### src/rtl/cmdseq_ctrl.sv
module cmdseq_ctrl #(
  parameter int CNT_W = 16
) (
  input  logic        clk,
  input  logic        rst_n,
  input  logic [1:0]  reg_addr,
  input  logic        reg_we,
  input  logic [31:0] reg_wdata,
  output logic [31:0] reg_rdata,
  input  logic        fifo_empty,
  input  logic [31:0] fifo_data,
  output logic        fifo_rd,
  output logic        wr_en,
  output logic [6:0]  wr_addr,
  output logic [23:0] wr_data
);
  localparam logic [31:0] CFG_MASK  = 32'h0000_FF13;
  localparam logic [31:0] CFG_RESET = 32'h0000_0002;
  localparam int          TW        = 30;

  logic [31:0]    cfg_q;
  logic [CNT_W-1:0] cnt_q;
  logic           ustop_q;
  logic           busy_q;
  logic [TW-1:0]  left_q;

  wire en_q   = cfg_q[0];
  wire pol_q  = cfg_q[1];
  wire halt_q = cfg_q[4];
  wire [7:0] div_q = cfg_q[15:8];

  wire run     = en_q & ~ustop_q & ~halt_q;
  wire cfg_we  = reg_we && reg_addr == 2'd0;
  wire cnt_clr = reg_we && reg_addr == 2'd1;

  assign fifo_rd = run & ~busy_q & ~fifo_empty;
  assign wr_en   = fifo_rd & fifo_data[31];
  assign wr_addr = fifo_data[30:24];
  assign wr_data = fifo_data[23:0];

  wire [TW-1:0] span = fifo_data[31] ? {{(TW-8){1'b0}}, div_q} : fifo_data[TW-1:0];
  wire done = (fifo_rd && span == '0) || (run && busy_q && left_q == 1);

  always_ff @(posedge clk) begin
    if (!rst_n) begin
      cfg_q   <= CFG_RESET;
      cnt_q   <= '0;
      ustop_q <= 1'b0;
      busy_q  <= 1'b0;
      left_q  <= '0;
    end else begin
      if (cfg_we) cfg_q <= reg_wdata & CFG_MASK;
      if (cnt_clr)   cnt_q <= '0;
      else if (done) cnt_q <= cnt_q + 1'b1;
      if (!en_q) begin
        busy_q  <= 1'b0;
        left_q  <= '0;
        ustop_q <= 1'b0;
      end else if (run) begin
        if (!busy_q) begin
          if (fifo_empty) begin
            if (pol_q) ustop_q <= 1'b1;
          end else if (span != '0) begin
            busy_q <= 1'b1;
            left_q <= span;
          end
        end else begin
          left_q <= left_q - 1'b1;
          if (left_q == 1) busy_q <= 1'b0;
        end
      end
    end
  end

  always_comb begin
    case (reg_addr)
      2'd0:    reg_rdata = cfg_q;
      2'd1:    reg_rdata = {{(32-CNT_W){1'b0}}, cnt_q};
      2'd2:    reg_rdata = {31'd0, ustop_q};
      default: reg_rdata = '0;
    endcase
  end

  p_pop_needs_data_r3: assert property (@(posedge clk) disable iff (!rst_n)
    fifo_rd |-> !fifo_empty);
  p_idle_when_off_r3: assert property (@(posedge clk) disable iff (!rst_n)
    !en_q |-> !fifo_rd);
  p_freeze_blocks_r7: assert property (@(posedge clk) disable iff (!rst_n)
    halt_q |-> (!fifo_rd && !wr_en));
  p_freeze_holds_time_r7: assert property (@(posedge clk) disable iff (!rst_n)
    (halt_q && en_q) |=> $stable(left_q));
  p_stop_blocks_r8: assert property (@(posedge clk) disable iff (!rst_n)
    ustop_q |-> !fifo_rd);
  p_stop_only_policy_r9: assert property (@(posedge clk) disable iff (!rst_n)
    $rose(ustop_q) |-> $past(pol_q));
  p_write_paced_r5: assert property (@(posedge clk) disable iff (!rst_n)
    (wr_en && div_q != 8'd0) |=> !fifo_rd);
  p_count_step_r10: assert property (@(posedge clk) disable iff (!rst_n)
    !cnt_clr |=> (cnt_q == $past(cnt_q) || cnt_q == $past(cnt_q) + 1'b1));
endmodule

### config.mk
export PLATFORM = sky130hd
export DESIGN_NAME = cmdseq_ctrl
export DESIGN_NICKNAME = d
export VERILOG_FILES = /design/src/rtl/cmdseq_ctrl.sv
export SDC_FILE = /design/constraint.sdc
export NUM_CORES = 1
export LEC_CHECK = 0
export BUFFER_PORTS_ARGS = -buffer_cell sky130_fd_sc_hd__buf_2
export CAP_MARGIN = 20
export CELL_PAD_IN_SITES_DETAIL_PLACEMENT = 1
export CELL_PAD_IN_SITES_GLOBAL_PLACEMENT = 2
export CORE_MARGIN = 3
export CORE_UTILIZATION = 25
export CTS_CLUSTER_SIZE = 10
export DETAILED_ROUTE_END_ITERATION = 10
export PLACE_DENSITY_LB_ADDON = 0.1
export SLEW_MARGIN = 10
export SYNTH_ARGS = -nofsm -noshare
export SYNTH_HDL_FRONTEND = slang
export SYNTH_SLANG_ARGS = --single-unit
export TNS_END_PERCENT = 50
### constraint.sdc
create_clock -name clk -period 2.4 [get_ports clk]
set_clock_uncertainty 0.1 [all_clocks]
set_input_delay 0.48 -clock clk [delete_from_list [all_inputs] [get_ports clk]]
set_output_delay 0.48 -clock clk [all_outputs]
set_load 0.03 [all_outputs]
# Yosys cells after proc, flatten, opt, wreduce, memory -nomap -nowiden
# Index checks and enable logic that the tools add are counted.
# totals
ff_bits,59
in_bits,70
elab_cells,44
out_inout_bits,65
# classes
n_mux,9
addsub,2
eq_ne,4
bitwise_logic,10
reduce_logical,14
# op_table
op,count
2-to-1 mux 30 bit,4
one-hot mux 16 bit (3 select lines),1
"equality test 30 x 1 -> 1 bit, second input constant",1
logical NOT 30 bit,1
nonzero test 30 bit,1
"subtractor 30 x 1 -> 30 bit, second input constant",1
"adder 16 x 1 -> 16 bit, second input constant",1
AND 1 bit,5
logical AND 1 bit,5
NOT 1 bit,5
2-to-1 mux 1 bit,4
AND reduction 4 bit,1
AND reduction 3 bit,1
"equality test 2 x 1 -> 1 bit, second input constant",1
"equality test 2 bit, second input constant",1
logical NOT 2 bit,1
"!= test 2 x 1 -> 1 bit, second input constant",1
AND reduction 2 bit,1
nonzero test 2 bit,1
OR reduction 2 bit,1
logical OR 1 bit,1

# Depth between registers and ports, before layout
# logic_depth
depth_word,7
mapped_depth,9

# Worst setup path before layout
# Ideal clock, no wire load.
# synth_path
path_kind,register to register
from,register left_q[15]
to,register cnt_q[10]
path_buffers,3
path_slack_ps,-234
required_ps,2168
stages_incl_launch_ff,10
arrival_time_ps,2402
cell_sequence,dfxtp_1 > or4_4 > or4_4 > buf_6 > nor4_4 > a31oi_2 > buf_6 > buf_2 > o31ai_1 > a21oi_1
# synth_between
elab_chain_len,3
# synth_lines
item,line_no,rtl
start: declaration,25,logic [TW-1:0] left_q;
start signal: assignment,65,left_q <= span;
start signal: assignment,68,left_q <= left_q - 1'b1;
equality test 30 x 1 -> 1 bit,42,wire done = (fifo_rd && span == '0) || (run && busy_q && left_q == 1);
logical AND 1 bit,42,
logical OR 1 bit,42,
end signal: assignment,54,else if (done) cnt_q <= cnt_q + 1'b1;
end: declaration,22,logic [CNT_W-1:0] cnt_q;
# Every way passes these cells.
# A chain may end at the register's enable or synchronous reset.

# Worst setup path in the final report
# layout_path
from,register left_q[18]
to,register cnt_q[8]
# The elaborated chain is that of the path after synthesis.

==> qor.yml <==
status:
  outcome: "finished, violations left"
  violations: "negative setup slack"
min_path:
  holdPathStages: 3
  hold_path.class: "in2reg"
logic_synthesis:
  yosys.area.top_type: "dfxtp_1"
  synth_top_area_share_pct: 28.84
  dominantRegCellSynth: "dfxtp_1"
  synth_seq_area_share_pct: 28.84
  synth-edff-count: 0
  avgSynthCellArea_um2: 7.626
  synthesis.instances: 537
  netlist_area_um2: 4095
  synthArstFlopShare_pct: 0
  ys.warnings.count: 0
  synth.top_cells.by_count: "63 x nand2_1, 59 x dfxtp_1, 47 x buf_4, 45 x a21oi_1, 36 x nor2_1"
  ys_ff_latch: 59
  synth.area.top_cells: "dfxtp_1 29%, buf_4 8.6%, nand2_1 5.8%"
  synth.distinct_cells: 64
  synthMostInstantiatedCell: "nand2_1"
floorplanning:
  initial_utilization_pct: 25.69
  row_count: 46
  coreArea_um2: 15940
  dieArea_um2: 17950
  io_pins: 135
  fp.dieW_um: 134.0
  die_h_um: 134.0
critical_path:
  timing.critical_path.to_type: "flop"
  critPathMaxFanout: 25
  path_buf_inv: 1
  crit_type: "reg2reg"
  r2r_cells: 7
  crit_family: "simple AND/OR/NAND/NOR gates"
  slowest_stage: "or4_4"
  critPathMaxStageDelay_ns: 0.56
  cp.required_ns: 2.57
  path_depth: 7
  start_kind: "flop"
  cp_common_cell: "or4_4"
  path_cells: "or4_4 -> or4_4 -> nor4_4 -> a31oi_2 -> buf_12 -> or4_1 -> a21oi_1"
  cp.arrival_ns: 2.73
timing:
  setup_viol_count_final: 19
  min_period_ns: 2.562
  worst_pin_slew_ns: 0.5670
  rsz0062_at_grt: "true"
  fin_crit_sh_pct: 106.7
  fmax_ghz: 0.3904
  slew_violations: 0
  setup_slack_ns: -0.1618
  finalHoldWorstSlack_ns: 0.2603
  setup_tns_ns: -1.732
  finalHoldViolCount: 0
  maxSlewHeadroom_pct: 62.20
power:
  p_total_w: 0.002628
  power.density_nw_per_um2: 462.6
  cellLeakagePower_nw: 2.362
  ir_drop_mv: 0.3203
cts:
  cts_buffer_depth: 2
  cts_tree: "yes"
  clkSinkCount: 59
  h-tree-depth: 3
  cts_root_buf: "clkbuf_16"
  ctsHoldBuffers: 0
  clkTransAtPathRegs_ns: 0.05
  clk_latency_ns: 0.34
  cts_inserted_buffers: 9
layout:
  diodes: 0
  final_nets: 758
  area_growth_pct: 38.74
  drive_above_1_share_pct: 35.99
global_routing:
  antenna_found_initial: 0
  grt_overflow_total: 0
  grt_max_degree: 44
  grt_usage_pct: 18.84
  grt_pass1_wl_mm: 26.43
  grt_pass1_vias: 4817
detailed_routing:
  drt_wl_total_mm: 16.85
  antenna_left: 0
  via_per_inst: 5.065
  firstDrtPassIters: 4
  wl_per_cell_um: 18.62
  num_vias: 4584
  drc: 0
  drt-initial-drc-count: 234
placed_design:
  place_ws_ns: -0.2914
  gp_congestion: 0.8349
  port_buffers: 95
  dpl.hpwl_mm: 12.87
job:
  cap_violations: 0
sequential cells by signal, indices dropped and copies added, names as in the netlist:
| register | count |
|---|---|
| ustop_q | 1 |
| cfg_q | 11 |
| left_q | 30 |
| cnt_q | 16 |
| busy_q | 1 |
timing repair:
action	CTS	global route
pin swaps	12	1
buffers inserted	1	0
resized for setup	14	9
endpoints found under the setup margin	23	41
report_power, final:
part	total [W]	internal [W]	switching [W]	leakage (nW)
logic	0.000395	0.000147	0.000248	1.74
registers	0.000994	0.000987	0.00000645	0.477
clock network	0.00124	0.000774	0.000466	0.141
total	0.00263	0.00191	0.000721	2.36
layout make-up:
type	count	area [um^2]
Clock buffer	13	270.3
Inverter	17	63.81
Tap cell	216	270.3
Sequential cell	59	1184
Timing Repair Buffer	199	1345
Fill cell	1982	10260
Multi-Input combinational cell	399	2539
Clock inverter	2	10.01
cell families (layout without fill, tap and decap cells):
group / count (synthesis) / after routing / share of synthesized area, %
AOI/OAI and AO/OA: 147 / 147 / 24.60
xor gates and xnor gates: 3 / 3 / 0.6417
adders and majority gates: 3 / 3 / 0.9167
buffers and inverters: 94 / 231 / 13.32
DFF: 59 / 59 / 28.84
muxes: 20 / 20 / 5.133
other: 1 / 16 / 0.09157
and+or+nand+nor: 210 / 210 / 26.46
tightest hold or removal path, stage by stage:
cell and delay (ns):
buf_2 0.07, nand2_1 0.04, nand3_1 0.07
per-layer routing:
metal,vias up,global-route usage (%),wire [um]
met5,-,0,0
met4,0,6.343,300
met3,22,2.888,658
met2,109,29.79,7647
met1,2209,26.24,8242
li1,2244,-,-
worst paths after layout:
kind                                start                 endpoint  slack [ns]
setup / recovery  left_q[18]$_SDFFE_PN0P_    cnt_q[8]$_SDFFE_PP0P_       -0.16
hold / removal               reg_wdata[1]    cfg_q[1]$_SDFFE_PN1P_        0.26
setup reg to reg  left_q[18]$_SDFFE_PN0P_    cnt_q[8]$_SDFFE_PP0P_       -0.16
hold reg to reg   left_q[27]$_SDFFE_PN0P_  left_q[27]$_SDFFE_PN0P_        0.39
metrics by stage:
step           util, %  cells  area (um^2)
4_1_cts          35.32    905         5632
5_1_grt          35.64    905         5682
3_5_place_dp     33.10    889         5278
2_1_floorplan        -    552         4172
3_3_place_gp     33.10    889         5278
6_report         35.64    905         5682
placed cells by master (no fill, tap or decap), types with 7 or more instances in the layout:
cell | Yosys | layout
or4_1 | 7 | 7
nor3_1 | 23 | 21
nor2_1 | 36 | 36
buf_4 | 47 | 96
dfxtp_1 | 59 | 57
inv_1 | 15 | 15
conb_1 | 1 | 16
o21ai_0 | 11 | 10
nand2_1 | 63 | 63
a31oi_1 | 8 | 8
and2_1 | 7 | 7
or3_1 | 12 | 10
nor4_1 | 15 | 13
mux2_2 | 8 | 8
buf_2 | 1 | 94
mux2i_1 | 12 | 12
nand3_1 | 20 | 20
clkbuf_16 | 0 | 9
a21boi_0 | 11 | 11
a21oi_1 | 45 | 43
o32ai_1 | 8 | 7
Note: power is estimated with default switching activity, not from simulation.
